File: src/rtl/pci_bridge_window_decoder.sv
module pci_bridge_window_decoder #(
  parameter int ADDR_W   = 32,
  parameter int MEM_GRAN = 20,
  parameter int IO_W     = 16,
  parameter int IO_GRAN  = 12,
  parameter int PRIV_N   = 4,
  parameter int PRIV_LOG = 24,
  parameter logic [ADDR_W-1:0] PRIV_BASE = 'h8000_0000
) (
  input  logic              clk,
  input  logic              rst_n,
  input  logic              cfg_we,
  input  logic [2:0]        cfg_addr,
  input  logic [ADDR_W-1:0] cfg_wdata,
  input  logic              req_valid,
  input  logic [ADDR_W-1:0] req_addr,
  input  logic              req_is_io,
  input  logic              req_from_sec,
  input  logic              req_internal_src,
  output logic              dec_valid,
  output logic              dec_claim
);
  localparam int MW  = ADDR_W - MEM_GRAN;
  localparam int IOR = IO_W - IO_GRAN;
  localparam int PIW = $clog2(PRIV_N);
  localparam int PTW = ADDR_W - PRIV_LOG - PIW;
  localparam logic [PTW-1:0]    PRIV_TAG = PRIV_BASE[ADDR_W-1:PRIV_LOG+PIW];
  localparam logic [ADDR_W-1:0] VGA_LO   = 'hA0000;
  localparam logic [ADDR_W-1:0] VGA_HI   = 'hBFFFF;

  logic [MW-1:0]     mem0_base, mem0_limit, mem1_base, mem1_limit;
  logic [IOR-1:0]    io_base, io_limit;
  logic              isa_en, vga_en;
  logic [PRIV_N-1:0] priv_en;

  always_ff @(posedge clk) begin
    if (!rst_n) begin
      mem0_base  <= '1;
      mem0_limit <= '0;
      mem1_base  <= '1;
      mem1_limit <= '0;
      io_base    <= '1;
      io_limit   <= '0;
      isa_en     <= 1'b0;
      vga_en     <= 1'b0;
      priv_en    <= '0;
    end else if (cfg_we) begin
      case (cfg_addr)
        3'd0: mem0_base  <= cfg_wdata[ADDR_W-1:MEM_GRAN];
        3'd1: mem0_limit <= cfg_wdata[ADDR_W-1:MEM_GRAN];
        3'd2: mem1_base  <= cfg_wdata[ADDR_W-1:MEM_GRAN];
        3'd3: mem1_limit <= cfg_wdata[ADDR_W-1:MEM_GRAN];
        3'd4: io_base    <= cfg_wdata[IO_W-1:IO_GRAN];
        3'd5: io_limit   <= cfg_wdata[IO_W-1:IO_GRAN];
        3'd6: begin
          isa_en  <= cfg_wdata[0];
          vga_en  <= cfg_wdata[1];
          priv_en <= cfg_wdata[4 +: PRIV_N];
        end
        default: ;
      endcase
    end
  end

  wire [MW-1:0]  a_mem = req_addr[ADDR_W-1:MEM_GRAN];
  wire [IOR-1:0] a_io  = req_addr[IO_W-1:IO_GRAN];
  wire [9:0]     a10   = req_addr[9:0];

  wire in_mem0 = (mem0_base <= mem0_limit) && (a_mem >= mem0_base) && (a_mem <= mem0_limit);
  wire in_mem1 = (mem1_base <= mem1_limit) && (a_mem >= mem1_base) && (a_mem <= mem1_limit);

  wire io_space = (req_addr[ADDR_W-1:IO_W] == '0);
  wire in_io    = io_space && (io_base <= io_limit) && (a_io >= io_base) && (a_io <= io_limit);

  wire isa_block = isa_en && io_space && (req_addr[9:8] != 2'b00);

  wire vga_mem = vga_en && (req_addr >= VGA_LO) && (req_addr <= VGA_HI);
  wire vga_io  = vga_en && (((a10 >= 10'h3B0) && (a10 <= 10'h3BB)) ||
                            ((a10 >= 10'h3C0) && (a10 <= 10'h3DF)));

  wire down_set = req_is_io ? ((in_io && !isa_block) || vga_io)
                            : (in_mem0 || in_mem1 || vga_mem);

  wire [PIW-1:0] priv_idx = req_addr[PRIV_LOG +: PIW];
  wire priv_hit = !req_is_io && (req_addr[ADDR_W-1:PRIV_LOG+PIW] == PRIV_TAG) && priv_en[priv_idx];

  wire claim_next = req_from_sec ? (!down_set && !priv_hit && !req_internal_src) : down_set;

  always_ff @(posedge clk) begin
    if (!rst_n) begin
      dec_valid <= 1'b0;
      dec_claim <= 1'b0;
    end else begin
      dec_valid <= req_valid;
      dec_claim <= req_valid && claim_next;
    end
  end
endmodule

File: config.mk
export PLATFORM = sky130hd
export DESIGN_NAME = pci_bridge_window_decoder
export DESIGN_NICKNAME = d
export VERILOG_FILES = /design/src/rtl/pci_bridge_window_decoder.sv
export SDC_FILE = /design/constraint.sdc
export NUM_CORES = 1
export LEC_CHECK = 0
export BUFFER_PORTS_ARGS = -buffer_cell sky130_fd_sc_hd__buf_2
export CORE_MARGIN = 2
export CORE_UTILIZATION = 50
export CTS_CLUSTER_SIZE = 28
export DETAILED_ROUTE_END_ITERATION = 10
export PLACE_DENSITY = 0.72
export SLEW_MARGIN = 20
export SYNTH_ARGS = -nofsm -noshare
export SYNTH_HDL_FRONTEND = slang
export SYNTH_SLANG_ARGS = --single-unit
export TNS_END_PERCENT = 50
File: constraint.sdc
create_clock -name clk -period 6.51 [get_ports clk]
set_input_delay 0.3255 -clock clk [delete_from_list [all_inputs] [get_ports clk]]
set_output_delay 0.3255 -clock clk [all_outputs]
set_load 0.05 [all_outputs]
==> results of run 1 <==
-- state kept, by name, indices dropped and copies added, names as in the netlist --
| signal | cells |
|---|---|
| io_limit | 4 |
| priv_en | 4 |
| dec_valid | 1 |
| mem1_base | 12 |
| mem1_limit | 12 |
| mem0_limit | 12 |
| vga_en | 1 |
| mem0_base | 12 |
| dec_claim | 1 |
| isa_en | 1 |
| io_base | 4 |
-- metrics by stage --
stage / total power, uW / worst slack (ns)
6_report: 906 / 4.10
5_1_grt: 950 / 3.89
4_1_cts: 910 / 4.10
3_5_place_dp: 563 / 3.92
3_3_place_gp: 556 / 3.94
2_1_floorplan: 506 / 4.33
-- per-layer routing --
metal | track usage [%] | vias to the layer above
li1 | - | 1964
met1 | 31.0 | 1845
met2 | 39.7 | 73
met3 | 5.04 | 13
met4 | 5.58 | 0
met5 | 0 | -
-- synthesized netlist by cell type (3+ instances only) --
library cell                 n  area (um^2)
sky130_fd_sc_hd__a21boi_0   24          180
sky130_fd_sc_hd__nand4_1    18          113
sky130_fd_sc_hd__a2111oi_0   3         26.3
sky130_fd_sc_hd__nor3_1      3         15.0
sky130_fd_sc_hd__clkbuf_1   17         63.8
sky130_fd_sc_hd__inv_1      57          214
sky130_fd_sc_hd__o21a_1      3         22.5
sky130_fd_sc_hd__nand2b_1    5         31.3
sky130_fd_sc_hd__nand2_1    89          334
sky130_fd_sc_hd__nor2b_1    17          106
sky130_fd_sc_hd__o211ai_1   29          218
sky130_fd_sc_hd__a21oi_1    29          145
sky130_fd_sc_hd__mux2i_1    15          150
sky130_fd_sc_hd__and2_1      4         25.0
sky130_fd_sc_hd__o21ai_0     6         30.0
sky130_fd_sc_hd__nor4_1      3         18.8
sky130_fd_sc_hd__nand3_1    11         55.1
sky130_fd_sc_hd__a21o_1      9         67.6
sky130_fd_sc_hd__nor2_1      6         22.5
sky130_fd_sc_hd__dfxtp_1    64         1280
sky130_fd_sc_hd__ha_1       84         1050
-- how the worst max path moves through the flow --
stage                      to  slack, ns  cells past startpoint
finish              dec_claim       4.10                      9
global route        dec_claim       3.89                      9
CTS                 dec_claim       4.10                      9
detailed placement  dec_claim       3.92                     10
global placement    dec_claim       3.94                     10
floorplan           dec_claim       4.33                      9
-- final cells by class --
cell class                      instances  area (um^2)
Inverter                               57          214
Timing Repair Buffer                   61          305
Clock buffer                           11          141
Fill cell                             830         3630
Multi-Input combinational cell        385         2910
Tap cell                              108          135
Sequential cell                        64         1280
Clock inverter                          5         56.3
-- worst min-delay path, cell delays in order --
cell and delay (ns):
sky130_fd_sc_hd__buf_2 0.09, sky130_fd_sc_hd__mux2i_1 0.06, sky130_fd_sc_hd__nand2_1 0.06
-- kinds of logic after synthesis --
group / after synthesis / synth area share [%]
multiplexers: 17 / 4.12
buffers and inverters: 74 / 6.22
AND/OR/NAND/NOR: 167 / 18.4
AO/OA/AOI/OAI: 117 / 19.1
adder cells (fa/ha/maj): 84 / 23.5
flip-flops: 64 / 28.7
-- power groups by stage --
stage	registers (uW)	logic [uW]	clock network (uW)
floorplan	417	89.0	0
global placement	417	139	0
detailed placement	417	146	0
CTS	408	148	354
global route	409	167	374
finish	408	148	350
==> key figures, run 1 <==
Setup path
  – Worst reg2reg path depth: 9
  – Launch instance of the worst register-to-register path: mem0_limit[11]
  – Cells along the critical path: inv_1 > ha_1 > a21oi_1 > o21ai_0 > a2111oi_0 > a21oi_1 > nor3_1 > o41ai_2 > mux2i_1
  – FF-to-FF setup slack: 4.10 ns
  – Setup crit start kind: flip-flop
  – Slowest stage cell, crit path: sky130_fd_sc_hd__nor3_1
  – Count of buffer and inverter cells on the critical path: 1
  – Arr. time, crit path: around 2.6 ns
  – Crit-path max FO: 3
  – Required time reported for the critical path endpoint: roughly 6.7 ns
  – Kind of cell adding the most delay to the critical path: compound AO/OA/AOI/OAI gates
  – Critical path origin: mem0_limit[11]
  – Worst r2r dst: dec_claim
  – Maximum cell stage delay along the critical path: ~0.44 ns
  – Crit path kind: reg -> reg
  – CP Capture Type: flip-flop
  – Library cell appearing most often on the critical path: sky130_fd_sc_hd__a21oi_1

STA
  – Upper clock frequency limit: ~0.41 GHz
  – Final count of negative-setup-slack endpoints: 0
  – Actual slew at the worst max-slew pin: just over 1 ns
  – Setup TNS Final: 0 ns
  – Headroom to the max-slew limit: 30.7%
  – Post-route clock skew: 0.0102 ns
  – Worst hold margin: around 0.21 ns
  – Final number of hold-violating endpoints: 0
  – RSZ-0062 raised after global routing: no
  – Final critical-path required period: 2.41 ns
  – Crit share post-route: a little under two fifths
  – Max-slew violation count: 0

Power
  – Leak pwr: roughly 0.0023 uW
  – Switching power as a share of total power: between 20 and 30%
  – Power density over the cells: between 150 and 200 mW/mm^2
  – Logic gate share of total power: between 15 and 20%
  – Share of power burned in the clock network: approximately two fifths
  – Switching power total: 254 uW
  – Internal power consumption: 652 uW
  – Max VDD drop: 0.0997 mV
  – Sequential share of power: roughly 45%

CTS
  – Post-CTS resize count: 0
  – CTS sink count: 64
  – Number of buffers added by the clock tree synthesis step: 9
  – Hold-fix buffers, CTS: 0
  – TritonCTS clock tree: yes
  – CTS root buf: sky130_fd_sc_hd__clkbuf_8
  – Setup bufs post-CTS: 0
  – Clock Latency Late Sink: 0.35 ns
  – Maximum buffer depth of the clock tree: 2
  – Post-CTS clock slew at the launch and capture registers of the worst setup and hold paths: about 0.08 ns
  – CTS H-tree depth: 3

Final layout
  – Final non-filler cell area: slightly above 0.005 mm^2
  – Core Util, Final: 58.1%
  – Number of nets at the end of the flow: 736
  – Most common cell after layout, fill and taps aside: sky130_fd_sc_hd__nand2_1
  – Non-filler instance count after layout: 691
  – Layout overhead on the synthesized area: 12.9%
  – Share of final-layout standard cells stronger than drive strength 1: between 10 and 15%
  – Top library cells by usage in the layout, fill and taps aside: 89 x sky130_fd_sc_hd__nand2_1, 84 x sky130_fd_sc_hd__ha_1, 64 x sky130_fd_sc_hd__dfxtp_1, 61 x sky130_fd_sc_hd__buf_2, 57 x sky130_fd_sc_hd__inv_1
  – Count of inserted antenna diode cells: 0

Floorplan
  – Boundary Pins: 76
  – Die ar.: just under 0.01 mm^2
  – Core Box Area: around 0.0087 mm^2
  – Die height: just under 100 um
  – FP Rows: 34
  – Die boundary width: 98.5 um
  – Starting utilization of the core area: approximately 51%

Synthesis
  – Yosys synthesis warning count: 0
  – Post-Syn Nets: about 700
  – Commonest register cell after synthesis: sky130_fd_sc_hd__dfxtp_1
  – Count of cell types in the netlist: 42
  – Mean area per synthesized cell: around 8.5 um^2
  – Number of synthesized register bits: 64
  – Sequential-to-total area share from yosys stat: roughly 29%
  – Cell area after technology mapping: between 0.004 and 0.005 mm^2
  – Gate count of the mapped netlist: ~520
  – Post-synth EDFFs: 0
  – Post-synth ARST share: 0%

Detailed routing
  – Detailed-route vias per instance: 5.64
  – Number of antenna-violating nets in the routed design: 0
  – Total routed wire length on the met1 layer: between 4000 and 5000 um
  – Routed length per instance: between 15 and 20 um
  – WL met2: approximately 5400 um
  – DR pass1 iterations: 4
  – Top routing layer in use: met4
  – Post-route DRC violation count: 0
  – Total wire length: between 10000 and 15000 um
  – Total via count after detailed routing: just under 4000
  – Number of DRC markers in iteration 0: around 160
  – Metal3 WL: 521 um

GRT
  – Overflow after GRT: 0
  – Wire length of the first global-routing pass: between 15000 and 20000 um
  – Via count of the first global-routing pass: 3832
  – GRT Util Overall: a little under a quarter
  – Maximum number of pins on one net before global-route repair: 64
  – Antenna violations before repair: 0

Placement
  – Final RePlAce weighted congestion: ~0.92
  – Final HPWL DP: 8600 um
  – IO Port Bufs: 61
  – Placed instance area: ~0.0048 mm^2
  – # placed instances: 675

Run status
  – Status: completed

Run
  – Max-cap viol count: 0

Worst hold path
  – Worst Hold Class: in -> reg
  – Endpoint, Worst Hold: io_base[0]
  – Hold path startpoint: cfg_wdata[12]
  – Instance count along the most critical hold path: 3
Power figures use the tool's default switching activity.
==> run 2, diff against run 1 <==
--- a/config.mk
+++ b/config.mk
@@ -10,7 +10,7 @@
 export CORE_UTILIZATION = 50
 export CTS_CLUSTER_SIZE = 28
 export DETAILED_ROUTE_END_ITERATION = 10
-export PLACE_DENSITY = 0.72
+export PLACE_DENSITY = 0.75
 export SLEW_MARGIN = 20
 export SYNTH_ARGS = -nofsm -noshare
 export SYNTH_HDL_FRONTEND = slang
==> constraint.sdc (replaced) <==
create_clock -name clk -period 1.9 [get_ports clk]
set_input_delay 0.095 -clock clk [delete_from_list [all_inputs] [get_ports clk]]
set_output_delay 0.095 -clock clk [all_outputs]
set_load 0.05 [all_outputs]
==> run 2 against run 1 <==
Effect of this change: the flow now finishes with violations (setup timing); critical path depth decreased by 1; first-iteration DRC count decreased by 0.61%; clock power increased to 3.1 times the previous value; clock skew decreased by 0.0054 ns.
==> key figures, run 2 (same netlist as run 1, synthesis figures left out) <==
Run status
  – Status: finished with violations
  – Violations in the final reports: setup timing

Setup path
  – Kind of cell adding the most delay to the critical path: compound AO/OA/AOI/OAI gates
  – Slowest stage cell, crit path: sky130_fd_sc_hd__dfxtp_2
  – Arr. time, crit path: between 2 and 2.5 ns
  – FF-to-FF setup slack: -0.24 ns
  – Cells along the critical path: ha_4 > nand2b_4 > a2111oi_4 > nor4_2 > a2111oi_2 > nor3_1 > o41ai_2 > mux2i_1
  – Worst reg2reg path depth: 8
  – Crit-path max FO: 2
  – CP Capture Type: flip-flop
  – Required time reported for the critical path endpoint: ~2.2 ns
  – Setup crit start kind: flip-flop
  – Launch instance of the worst register-to-register path: mem0_base[0]
  – Worst r2r dst: dec_claim
  – Count of buffer and inverter cells on the critical path: 0
  – Maximum cell stage delay along the critical path: between 0.3 and 0.4 ns
  – Crit path kind: reg -> reg

Detailed routing
  – Total via count after detailed routing: between 4000 and 5000
  – Total wire length: between 10000 and 15000 um
  – Detailed-route vias per instance: around 5.6
  – DR pass1 iterations: 5
  – Number of antenna-violating nets in the routed design: 0
  – Post-route DRC violation count: 0
  – Routed length per instance: 16.9 um
  – Number of DRC markers in iteration 0: 162

Final layout
  – Count of inserted antenna diode cells: 0
  – Share of final-layout standard cells stronger than drive strength 1: around a quarter
  – Non-filler instance count after layout: roughly 750
  – Most common cell after layout, fill and taps aside: sky130_fd_sc_hd__nand2_1
  – Top library cells by usage in the layout, fill and taps aside: 89 x sky130_fd_sc_hd__nand2_1, 80 x sky130_fd_sc_hd__ha_1, 61 x sky130_fd_sc_hd__buf_2, 60 x sky130_fd_sc_hd__dfxtp_1, 55 x sky130_fd_sc_hd__inv_1
  – Number of nets at the end of the flow: roughly 800
  – Final non-filler cell area: 0.00560 mm^2
  – Layout overhead on the synthesized area: 25.2%

Floorplan
  – FP Rows: 34
  – Die ar.: slightly below 0.01 mm^2
  – Die height: ~100 um
  – Die boundary width: a little under 100 um
  – Boundary Pins: between 70 and 80
  – Core Box Area: slightly below 0.009 mm^2
  – Starting utilization of the core area: 51.5%

CTS
  – CTS H-tree depth: 3
  – Post-CTS clock slew at the launch and capture registers of the worst setup and hold paths: roughly 0.07 ns
  – Number of buffers added by the clock tree synthesis step: 9
  – CTS root buf: sky130_fd_sc_hd__clkbuf_8
  – Clock Latency Late Sink: around 0.35 ns
  – CTS sink count: 64
  – TritonCTS clock tree: yes
  – Maximum buffer depth of the clock tree: 2

GRT
  – Global routing met3 resource utilization: under 10%
  – Antenna violations before repair: 0
  – Global-route met1 utilization: ~34%
  – GRT Util Overall: a little over a quarter
  – Most utilized layer in the global route result: met2
  – Wire length of the first global-routing pass: between 20000 and 25000 um
  – Overflow after GRT: 0
  – Met2 routing resource usage after global routing: 46.0%
  – Maximum number of pins on one net before global-route repair: 45
  – Via count of the first global-routing pass: around 4100

Power
  – Logic gate share of total power: 20.1%
  – Switching power as a share of total power: between 20% and 30%
  – Overall power: 3100 uW
  – Share of power burned in the clock network: between 30% and 40%
  – Internal power consumption: 2210 uW
  – Power density over the cells: 555 mW/mm^2
  – Sequential share of power: between 40% and 50%
  – Max VDD drop: ~0.31 mV
  – Leak pwr: between 0.002 and 0.003 uW
  – Switching power total: between 800 and 900 uW

STA
  – Final number of hold-violating endpoints: 0
  – Post-route worst setup slack: -0.242 ns
  – Post-route clock skew: about 0.0048 ns
  – Final count of negative-setup-slack endpoints: 1
  – RSZ-0062 raised after global routing: yes
  – Max-slew violation count: 0
  – Crit share post-route: 113%
  – Actual slew at the worst max-slew pin: about 0.58 ns
  – Final critical-path required period: between 2 and 2.5 ns
  – Headroom to the max-slew limit: approximately 62%
  – Upper clock frequency limit: approximately 0.47 GHz

Worst hold path
  – Instance count along the most critical hold path: 2
  – Endpoint, Worst Hold: dec_valid
  – Worst Hold Class: in -> reg
  – Hold path startpoint: req_valid

Placement
  – IO Port Bufs: 61
  – # placed instances: ~730
  – Final HPWL DP: roughly 9700 um
  – Placed instance area: about 0.0053 mm^2
  – Final RePlAce weighted congestion: 0.954

Run
  – Max-cap viol count: 0
[run 2: cell count changes in the layout (fill, tap and decap cells not counted), sizes merged]
cell         previous run  this run
bufinv                  1         0
clkinv                  3         2
dlygate4sd3             0         5
clkbuf                 11        12
buf                    61       115
[run 2: repair_timing]
| item | 4_1_cts | 5_1_grt |
|---|---|---|
| pin swaps | 0 | 8 |
| gates cloned | 0 | 0 |
| setup endpoints to repair | 1 | 1 |
| hold buffers | 5 | 0 |
| endpoints found under the hold margin | 5 | 0 |
| resized for setup | 1 | 13 |
| setup buffers | 0 | 1 |
[run 2: per-stage QoR]
stage | hold WS [ns] | TNS [ns] | setup WS [ns] | utilization [%]
2_1_floorplan | 0.220 | -0.0699 | -0.0699 | -
5_1_grt | 0.00579 | -0.355 | -0.355 | 64.5
3_3_place_gp | 0.325 | -0.186 | -0.186 | 61.1
4_1_cts | 0.00362 | -0.242 | -0.242 | 63.7
6_report | 0.00286 | -0.242 | -0.242 | 64.5
3_5_place_dp | 0.337 | -0.243 | -0.243 | 61.1
[run 2: worst max path at each step]
stage / slack [ns] / cells after the start / startpoint / to
6_report: -0.24 / 8 / mem0_base[0] / dec_claim
5_1_grt: -0.35 / 8 / mem0_base[0] / dec_claim
4_1_cts: -0.24 / 8 / mem1_base[9] / dec_claim
3_5_place_dp: -0.24 / 10 / req_addr[20] / dec_claim
3_3_place_gp: -0.19 / 10 / req_addr[20] / dec_claim
2_1_floorplan: -0.07 / 8 / mem1_base[9] / dec_claim
[run 2: per-layer routing]
| layer | part of all wire (%) | vias up |
|---|---|---|
| li1 | - | 2090 |
| met1 | 44 | 1994 |
| met2 | 49 | 129 |
| met3 | 5.6 | 18 |
| met4 | 1.2 | 0 |
| met5 | 0 | - |
[run 2: final cells by class]
type,count,area [um^2]
Inverter,57,214
Sequential cell,64,1290
Tap cell,108,135
Timing Repair Buffer,120,773
Fill cell,756,3080
Clock inverter,3,17.5
Multi-Input combinational cell,385,3020
Clock buffer,12,155
[run 2: power groups by stage]
stage / clock [uW] / sequential, uW / combinational (uW)
floorplan: 0 / 1430 / 310
global placement: 0 / 1430 / 562
detailed placement: 0 / 1430 / 583
CTS: 1090 / 1400 / 598
global route: 1170 / 1400 / 690
finish: 1080 / 1400 / 623
[run 2: worst reg2reg max path, stage by stage, from the launching register on]
cell and delay (ns):
sky130_fd_sc_hd__dfxtp_2 0.36, sky130_fd_sc_hd__ha_4 0.19, sky130_fd_sc_hd__nand2b_4 0.14, sky130_fd_sc_hd__a2111oi_4 0.36, sky130_fd_sc_hd__nor4_2 0.10, sky130_fd_sc_hd__a2111oi_2 0.36, sky130_fd_sc_hd__nor3_1 0.10, sky130_fd_sc_hd__o41ai_2 0.25
sky130_fd_sc_hd__mux2i_1 0.21
